File: src/rtl/slp_pkg.sv
package slp_pkg;
  typedef enum logic [1:0] {
    ST_RUN   = 2'd0,
    ST_SLEEP = 2'd1,
    ST_START = 2'd2,
    ST_HALT  = 2'd3
  } slp_state_e;

  localparam logic [2:0] MODE_IDLE  = 3'b000;
  localparam logic [2:0] MODE_ADCQ  = 3'b001;
  localparam logic [2:0] MODE_PDOWN = 3'b010;
  localparam logic [2:0] MODE_PSAVE = 3'b011;
  localparam logic [2:0] MODE_STBY  = 3'b110;

  localparam int NDOM      = 5;
  localparam int DOM_CPU   = 0;
  localparam int DOM_FLASH = 1;
  localparam int DOM_IO    = 2;
  localparam int DOM_ADC   = 3;
  localparam int DOM_ASYT  = 4;

  // per-mode wake qualification
  typedef struct packed {
    logic ext0_any;   // external 0 wakes in any trigger configuration
    logic ext0_lvl;   // external 0 wakes only when level-configured
    logic pinchg;
    logic wdt;
    logic adc;
    logic periph;
    logic tmr_any;    // async timer wakes regardless of clock source
    logic tmr_async;  // async timer wakes only in asynchronous clocking
  } wake_mask_t;

  function automatic logic mode_is_valid(input logic [2:0] m);
    return (m == MODE_IDLE) || (m == MODE_ADCQ) || (m == MODE_PDOWN) ||
           (m == MODE_PSAVE) || (m == MODE_STBY);
  endfunction
endpackage

File: src/rtl/slp_mode_decode.sv
module slp_mode_decode
  import slp_pkg::*;
(
  input  logic [2:0]      mode,
  output logic [NDOM-1:0] dom_mask,
  output logic            osc_on,
  output logic            need_start,
  output wake_mask_t      wmask
);
  timeunit 1ns;
  timeprecision 1ps;

  always_comb begin
    dom_mask   = '0;
    osc_on     = 1'b1;
    need_start = 1'b0;
    wmask      = '0;
    case (mode)
      MODE_IDLE: begin
        dom_mask[DOM_IO]   = 1'b1;
        dom_mask[DOM_ADC]  = 1'b1;
        dom_mask[DOM_ASYT] = 1'b1;
        wmask.ext0_any     = 1'b1;
        wmask.pinchg       = 1'b1;
        wmask.wdt          = 1'b1;
        wmask.adc          = 1'b1;
        wmask.periph       = 1'b1;
        wmask.tmr_any      = 1'b1;
      end
      MODE_ADCQ: begin
        dom_mask[DOM_ADC]  = 1'b1;
        dom_mask[DOM_ASYT] = 1'b1;
        wmask.ext0_lvl     = 1'b1;
        wmask.pinchg       = 1'b1;
        wmask.wdt          = 1'b1;
        wmask.adc          = 1'b1;
        wmask.tmr_async    = 1'b1;
      end
      MODE_PDOWN: begin
        osc_on         = 1'b0;
        need_start     = 1'b1;
        wmask.ext0_lvl = 1'b1;
        wmask.pinchg   = 1'b1;
        wmask.wdt      = 1'b1;
      end
      MODE_PSAVE: begin
        dom_mask[DOM_ASYT] = 1'b1;
        osc_on             = 1'b0;
        need_start         = 1'b1;
        wmask.ext0_lvl     = 1'b1;
        wmask.pinchg       = 1'b1;
        wmask.wdt          = 1'b1;
        wmask.tmr_async    = 1'b1;
      end
      MODE_STBY: begin
        wmask.ext0_lvl = 1'b1;
        wmask.pinchg   = 1'b1;
        wmask.wdt      = 1'b1;
      end
      default: begin
        // reserved codes are never latched; leave everything gated off
        dom_mask = '0;
      end
    endcase
  end
endmodule

File: src/rtl/slp_wake_eval.sv
module slp_wake_eval
  import slp_pkg::*;
(
  input  wake_mask_t wmask,
  input  logic       irq_ext0,
  input  logic       ext0_level,
  input  logic       irq_pinchg,
  input  logic       irq_wdt,
  input  logic       irq_adc,
  input  logic       irq_periph,
  input  logic       irq_tmr,
  input  logic       tmr_async,
  output logic       wake
);
  timeunit 1ns;
  timeprecision 1ps;

  logic ext0_ok, tmr_ok, misc_ok;

  always_comb begin
    ext0_ok = irq_ext0 & (wmask.ext0_any | (wmask.ext0_lvl & ext0_level));
    tmr_ok  = irq_tmr  & (wmask.tmr_any  | (wmask.tmr_async & tmr_async));
    misc_ok = (irq_pinchg & wmask.pinchg) | (irq_wdt & wmask.wdt) |
              (irq_adc & wmask.adc) | (irq_periph & wmask.periph);
    wake    = ext0_ok | tmr_ok | misc_ok;
  end
endmodule

File: src/rtl/slp_seq.sv
module slp_seq
  import slp_pkg::*;
#(
  parameter int STW      = 8,
  parameter int HALT_CYC = 4
) (
  input  logic           clk,
  input  logic           rst,
  input  logic           sleep_en,
  input  logic           sleep_strobe,
  input  logic [2:0]     sleep_mode,
  input  logic [STW-1:0] startup_cycles,
  input  logic           cur_need_start,
  input  logic           wake_irq,
  input  logic           rst_req,
  output slp_state_e     st_q,
  output logic [2:0]     mode_q,
  output logic           vec_q,
  output logic           done_q
);
  timeunit 1ns;
  timeprecision 1ps;

  localparam int HW = $clog2(HALT_CYC + 1);
  localparam int CW = (STW > HW) ? STW : HW;
  localparam logic [CW-1:0] HALT_LOAD = CW'(HALT_CYC - 1);

  slp_state_e    st_d;
  logic [2:0]    mode_d;
  logic [CW-1:0] cnt_q, cnt_d;
  logic          vec_d, done_d;
  logic          req_ok;

  assign req_ok = sleep_en & sleep_strobe & mode_is_valid(sleep_mode);

  always_comb begin
    st_d   = st_q;
    mode_d = mode_q;
    cnt_d  = cnt_q;
    vec_d  = vec_q;
    done_d = 1'b0;
    case (st_q)
      ST_RUN: begin
        if (req_ok) begin
          st_d   = ST_SLEEP;
          mode_d = sleep_mode;
          vec_d  = 1'b0;
        end
      end
      ST_SLEEP: begin
        if (rst_req || wake_irq) begin
          vec_d = rst_req;
          if (cur_need_start && (startup_cycles != '0)) begin
            st_d  = ST_START;
            cnt_d = CW'(startup_cycles - STW'(1));
          end else begin
            st_d  = ST_HALT;
            cnt_d = HALT_LOAD;
          end
        end
      end
      ST_START: begin
        if (rst_req) vec_d = 1'b1;
        if (cnt_q == '0) begin
          st_d  = ST_HALT;
          cnt_d = HALT_LOAD;
        end else begin
          cnt_d = cnt_q - CW'(1);
        end
      end
      ST_HALT: begin
        if (rst_req) vec_d = 1'b1;
        if (cnt_q == '0) begin
          st_d   = ST_RUN;
          done_d = 1'b1;
        end else begin
          cnt_d = cnt_q - CW'(1);
        end
      end
      default: st_d = ST_RUN;
    endcase
  end

  always_ff @(posedge clk) begin
    if (rst) begin
      st_q   <= ST_RUN;
      mode_q <= MODE_IDLE;
      cnt_q  <= '0;
      vec_q  <= 1'b0;
      done_q <= 1'b0;
    end else begin
      st_q   <= st_d;
      mode_q <= mode_d;
      cnt_q  <= cnt_d;
      vec_q  <= vec_d;
      done_q <= done_d;
    end
  end
endmodule

File: src/rtl/slp_ctrl_top.sv
module slp_ctrl_top
  import slp_pkg::*;
#(
  parameter int STW      = 8,
  parameter int HALT_CYC = 4
) (
  input  logic            clk,
  input  logic            rst,
  input  logic            sleep_en,
  input  logic [2:0]      sleep_mode,
  input  logic            sleep_strobe,
  input  logic [STW-1:0]  startup_cycles,
  input  logic            irq_ext0,
  input  logic            ext0_level,
  input  logic            irq_pinchg,
  input  logic            irq_wdt,
  input  logic            irq_adc,
  input  logic            irq_periph,
  input  logic            irq_tmr,
  input  logic            tmr_async,
  input  logic            rst_req,
  output logic [NDOM-1:0] clk_en,
  output logic            osc_en,
  output logic            cpu_hold,
  output logic [1:0]      status,
  output logic            resume_pulse,
  output logic            resume_vec
);
  timeunit 1ns;
  timeprecision 1ps;

  slp_state_e      st_q;
  logic [2:0]      mode_q;
  logic [NDOM-1:0] dom_mask;
  logic            osc_on, need_start, wake_irq;
  wake_mask_t      wmask;

  slp_mode_decode u_dec (
    .mode       (mode_q),
    .dom_mask   (dom_mask),
    .osc_on     (osc_on),
    .need_start (need_start),
    .wmask      (wmask)
  );

  slp_wake_eval u_wake (
    .wmask      (wmask),
    .irq_ext0   (irq_ext0),
    .ext0_level (ext0_level),
    .irq_pinchg (irq_pinchg),
    .irq_wdt    (irq_wdt),
    .irq_adc    (irq_adc),
    .irq_periph (irq_periph),
    .irq_tmr    (irq_tmr),
    .tmr_async  (tmr_async),
    .wake       (wake_irq)
  );

  slp_seq #(.STW(STW), .HALT_CYC(HALT_CYC)) u_seq (
    .clk            (clk),
    .rst            (rst),
    .sleep_en       (sleep_en),
    .sleep_strobe   (sleep_strobe),
    .sleep_mode     (sleep_mode),
    .startup_cycles (startup_cycles),
    .cur_need_start (need_start),
    .wake_irq       (wake_irq),
    .rst_req        (rst_req),
    .st_q           (st_q),
    .mode_q         (mode_q),
    .vec_q          (resume_vec),
    .done_q         (resume_pulse)
  );

  // outputs decode flop state only: no path from any input pin
  always_comb begin
    case (st_q)
      ST_SLEEP: begin
        clk_en = dom_mask;
        osc_en = osc_on;
      end
      ST_START: begin
        clk_en = dom_mask;
        osc_en = 1'b1;
      end
      default: begin
        clk_en = '1;
        osc_en = 1'b1;
      end
    endcase
    cpu_hold = (st_q != ST_RUN);
    status   = st_q;
  end
endmodule

File: config.mk
export PLATFORM = sky130hd
export DESIGN_NAME = slp_ctrl_top
export DESIGN_NICKNAME = d
export VERILOG_FILES = /design/src/rtl/slp_pkg.sv /design/src/rtl/slp_mode_decode.sv /design/src/rtl/slp_wake_eval.sv /design/src/rtl/slp_seq.sv /design/src/rtl/slp_ctrl_top.sv
export SDC_FILE = /design/constraint.sdc
export NUM_CORES = 1
export LEC_CHECK = 0
export ABC_AREA = 1
export BUFFER_PORTS_ARGS = -buffer_cell sky130_fd_sc_hd__buf_2
export CAP_MARGIN = 20
export CORE_ASPECT_RATIO = 1.5
export CORE_MARGIN = 2
export CORE_UTILIZATION = 50
export CTS_BUF_LIST = sky130_fd_sc_hd__clkbuf_8
export DETAILED_ROUTE_END_ITERATION = 10
export PLACE_DENSITY = 0.75
export SETUP_SLACK_MARGIN = 0.1
export SLEW_MARGIN = 30
export SYNTH_ARGS = -nofsm -noshare
export SYNTH_HDL_FRONTEND = slang
export SYNTH_HIERARCHICAL = 1
export SYNTH_SLANG_ARGS = --single-unit
File: constraint.sdc
create_clock -name clk -period 2.7 [get_ports clk]
set_clock_uncertainty 0.1 [all_clocks]
set_input_delay 0.135 -clock clk [delete_from_list [all_inputs] [get_ports clk]]
set_output_delay 0.135 -clock clk [all_outputs]
set_load 0.005 [all_outputs]
==> metrics.md <==
| Metric | Value |
|---|---|
| Outcome | `completed` |
| Pre-CTS setup slack | `a little under 0.6 ns` |
| Total wire length | `between 2 and 3 mm` |
| # nets final | `300` |
| Clock buffer depth | `2` |
| GP Congestion | `just under 1` |
| R2r endpoint | `u_seq/cnt_q[7]` |
| Min-delay src | `sleep_mode[0]` |
| RSZ-0062 raised after global routing | `false` |
| Asr flop ratio synth | `0%` |
| Worst R2R Path Depth | `15` |
| Initial antenna violation count | `0` |
| Largest net degree at the start of global routing | `12` |
| Total overflow reported by the global router | `0` |
| Final Max Tran Viols | `0` |
| Dpl hpwl | `between 2 and 3 mm` |
| Fillers | `between 200 and 300` |
| Worst Path Arrival | `between 2 and 2.5 ns` |
| I/O pins | `35` |
| Gr usage total | `about a fifth` |
| Number of diodes | `0` |
| Die X | `approximately 48 um` |
| Endpoints failing setup | `0` |
| Total Neg Setup Slack | `0 ns` |
| Clk sinks | `15` |
| Unique masters post-synth | `30` |
| CP Capture Type | `register` |
| Starting Density | `between 50% and 60%` |
| Multi-input logic area | `~900 um^2` |
| Max FO, Critical Path | `11` |
| LEAKAGE | `between 0.0008 and 0.0009 uW` |
| IO Port Bufs | `34` |
| Final period utilization | `78.7%` |
| WL/cell | `roughly 9.9 um` |
| Post-route cell area | `roughly 0.0016 mm^2` |
| CORE AREA | `roughly 0.0027 mm^2` |
| Synthesis-to-layout area growth | `13.8%` |
| Final worst slack | `~0.57 ns` |
| Cell row count | `23` |
| CTS tree | `built` |
| Post_cts resized | `0` |
| Die area | `~0.0033 mm^2` |
| Die height | `69.6 um` |
| Sequential area share after synthesis | `20.9%` |
| Vias per cell | `between 4 and 5` |
| R2r setup slk | `~0.57 ns` |
| Antenna viol nets, final | `0` |
| Mapped Cells | `235` |
| Max-cap viol count | `0` |
| Inserted Clock Buffers | `3` |
| Hold path endpoint | `u_seq/mode_q[0]` |
| FF-to-FF Start | `u_seq/mode_q[1]` |
| TritonRoute pass-1 iters | `4` |
| Syn. warnings | `6` |
| Total vias in the final route | `around 1400` |
| Hold bufs inserted after CTS | `0` |
| Worst vdd ir | `approximately 0.55 mV` |
| Sequential cell area | `about 300 um^2` |
| H-tree Lvls | `1` |
| DRC | `0` |
| HP Class | `primary input to register` |
| Worst Path Required | `2.80 ns` |
| First-pass GRT wire length | `4.78 mm` |
| 1st-iter DRT viols | `19` |
| Post-CTS setup buffer count | `0` |
| #FFs+latches synth | `15` |
| Setup Crit Path Kind | `register to register` |
| Post-route minimum period | `2.13 ns` |
| Skew-Pair Late Insertion Delay | `about 0.26 ns` |
| Startpoint Class | `register` |
| Share of cells above drive strength 1 | `a little over a fifth` |
| Clock slew at reported path FFs | `~0.060 ns` |
| Clk Tree Root Cell | `clkbuf_8` |
| Pwr/cell area | `around 940 mW/mm^2` |
| EDFF count, synth | `0` |
| Post-Syn Area | `approximately 0.0014 mm^2` |
| Dominant synthesized flop cell | `dfxtp_1` |
| Fin. Hold Viols | `0` |
| Vias in the first global route | `1262` |
| Syn avg cell area | `6.11 um^2` |
| Cell Area, Placed | `around 0.0016 mm^2` |
| Hold depth | `3` |
| Peak Freq | `around 470 MHz` |
| Worst hold margin | `0.0311 ns` |
-- synthesized netlist by cell type (2+ instances only) --
cell	number	area (um^2)
ha_1	10	125
nor2_2	6	37.5
nand3_1	15	75.1
o21ai_1	3	15.0
inv_2	2	7.51
nor2_1	12	45.0
a21oi_1	12	60.1
nor2_4	2	22.5
buf_4	7	52.6
nand2_1	78	293
o21ai_0	5	25.0
dfxtp_1	15	300
xor2_1	6	52.6
a21oi_2	2	17.5
nand4_1	3	18.8
inv_1	43	161
-- registers in the layout (all words and copies together), names as in the netlist --
name and count:
u_seq/cnt_q 8, u_seq/mode_q 3, u_seq/st_q 2, u_seq/done_q 1, u_seq/vec_q 1
-- stage by stage --
| step | util, % | power, uW | cells |
|---|---|---|---|
| 2_1_floorplan | - | 1160 | 236 |
| 3_3_place_gp | 58.6 | 1340 | 298 |
| 3_5_place_dp | 58.6 | 1350 | 298 |
| 4_1_cts | 60.4 | 1540 | 302 |
| 5_1_grt | 60.4 | 1710 | 302 |
| 6_report | 60.4 | 1530 | 302 |
-- worst max-delay path by stage --
| stage | cells after the start | endpoint | slack (ns) | start |
|---|---|---|---|---|
| detailed placement | 15 | u_seq/cnt_q[2] | 0.59 | u_seq/mode_q[1] |
| global placement | 15 | u_seq/cnt_q[7] | 0.67 | u_seq/mode_q[1] |
| global route | 15 | u_seq/cnt_q[3] | 0.29 | u_seq/mode_q[1] |
| floorplan | 16 | u_seq/cnt_q[3] | 0.99 | u_seq/mode_q[1] |
| CTS | 15 | u_seq/cnt_q[5] | 0.58 | u_seq/mode_q[1] |
| finish | 15 | u_seq/cnt_q[7] | 0.57 | u_seq/mode_q[1] |
-- cells by family (layout without fill, tap and decap cells) --
logic type | count (synthesis) | after routing | synth area share [%]
adder cells (fa/ha/maj) | 10 | 10 | 8.72
flip-flops | 15 | 15 | 20.9
other | 1 | 2 | 0.261
AO/OA/AOI/OAI | 25 | 25 | 10.5
XOR/XNOR | 7 | 7 | 4.27
AND/OR/NAND/NOR | 123 | 123 | 38.8
buffers and inverters | 54 | 83 | 16.6
-- layout make-up --
class	instances	area share, %
inverter	45	10.3
multi-input combinational	167	55.2
clock inverter	1	0.307
tap	37	2.84
timing repair buffer	34	10.4
clock buffer	3	2.53
sequential	15	18.4
-- cells in the final DEF (no fill, tap or decap), types with 2 or more instances in the layout --
cell      instances
inv_2             2
dfxtp_1          15
a21oi_1          12
nor2_2            6
clkbuf_8          3
nand2_1          78
inv_1            43
o21ai_1           3
o21ai_0           5
conb_1            2
xor2_1            6
nor2_4            2
nor2_1           12
nand4_1           3
ha_1             10
nand3_1          15
buf_2            34
a21oi_2           2
-- worst max-delay path, cell delays in order (launching register included) --
cell,delay [ns]
dfxtp_1,0.33
inv_1,0.09
nand2_1,0.07
nor2_1,0.20
nand2_1,0.08
nand2_1,0.07
nor2_1,0.04
nand3_1,0.06
nor2_1,0.04
nand2_1,0.06
nand2_1,0.06
a21oi_2,0.37
inv_1,0.22
a21oi_1,0.17
nand2_1,0.06
inv_1,0.05
-- power by group --
group	switching (uW)	internal [uW]
registers	68.5	297
logic	615	363
clock network	86.9	103
total	771	762
-- metal layers --
| metal | part of all wire (%) | vias up | GRT usage [%] |
|---|---|---|---|
| met5 | 0 | - | 0 |
| met4 | 2.4 | 0 | 9.91 |
| met3 | 4.2 | 7 | 3.39 |
| met2 | 55 | 36 | 36.0 |
| met1 | 38 | 622 | 18.6 |
| li1 | - | 770 | - |
No activity file was read; power rests on OpenSTA's default activity.
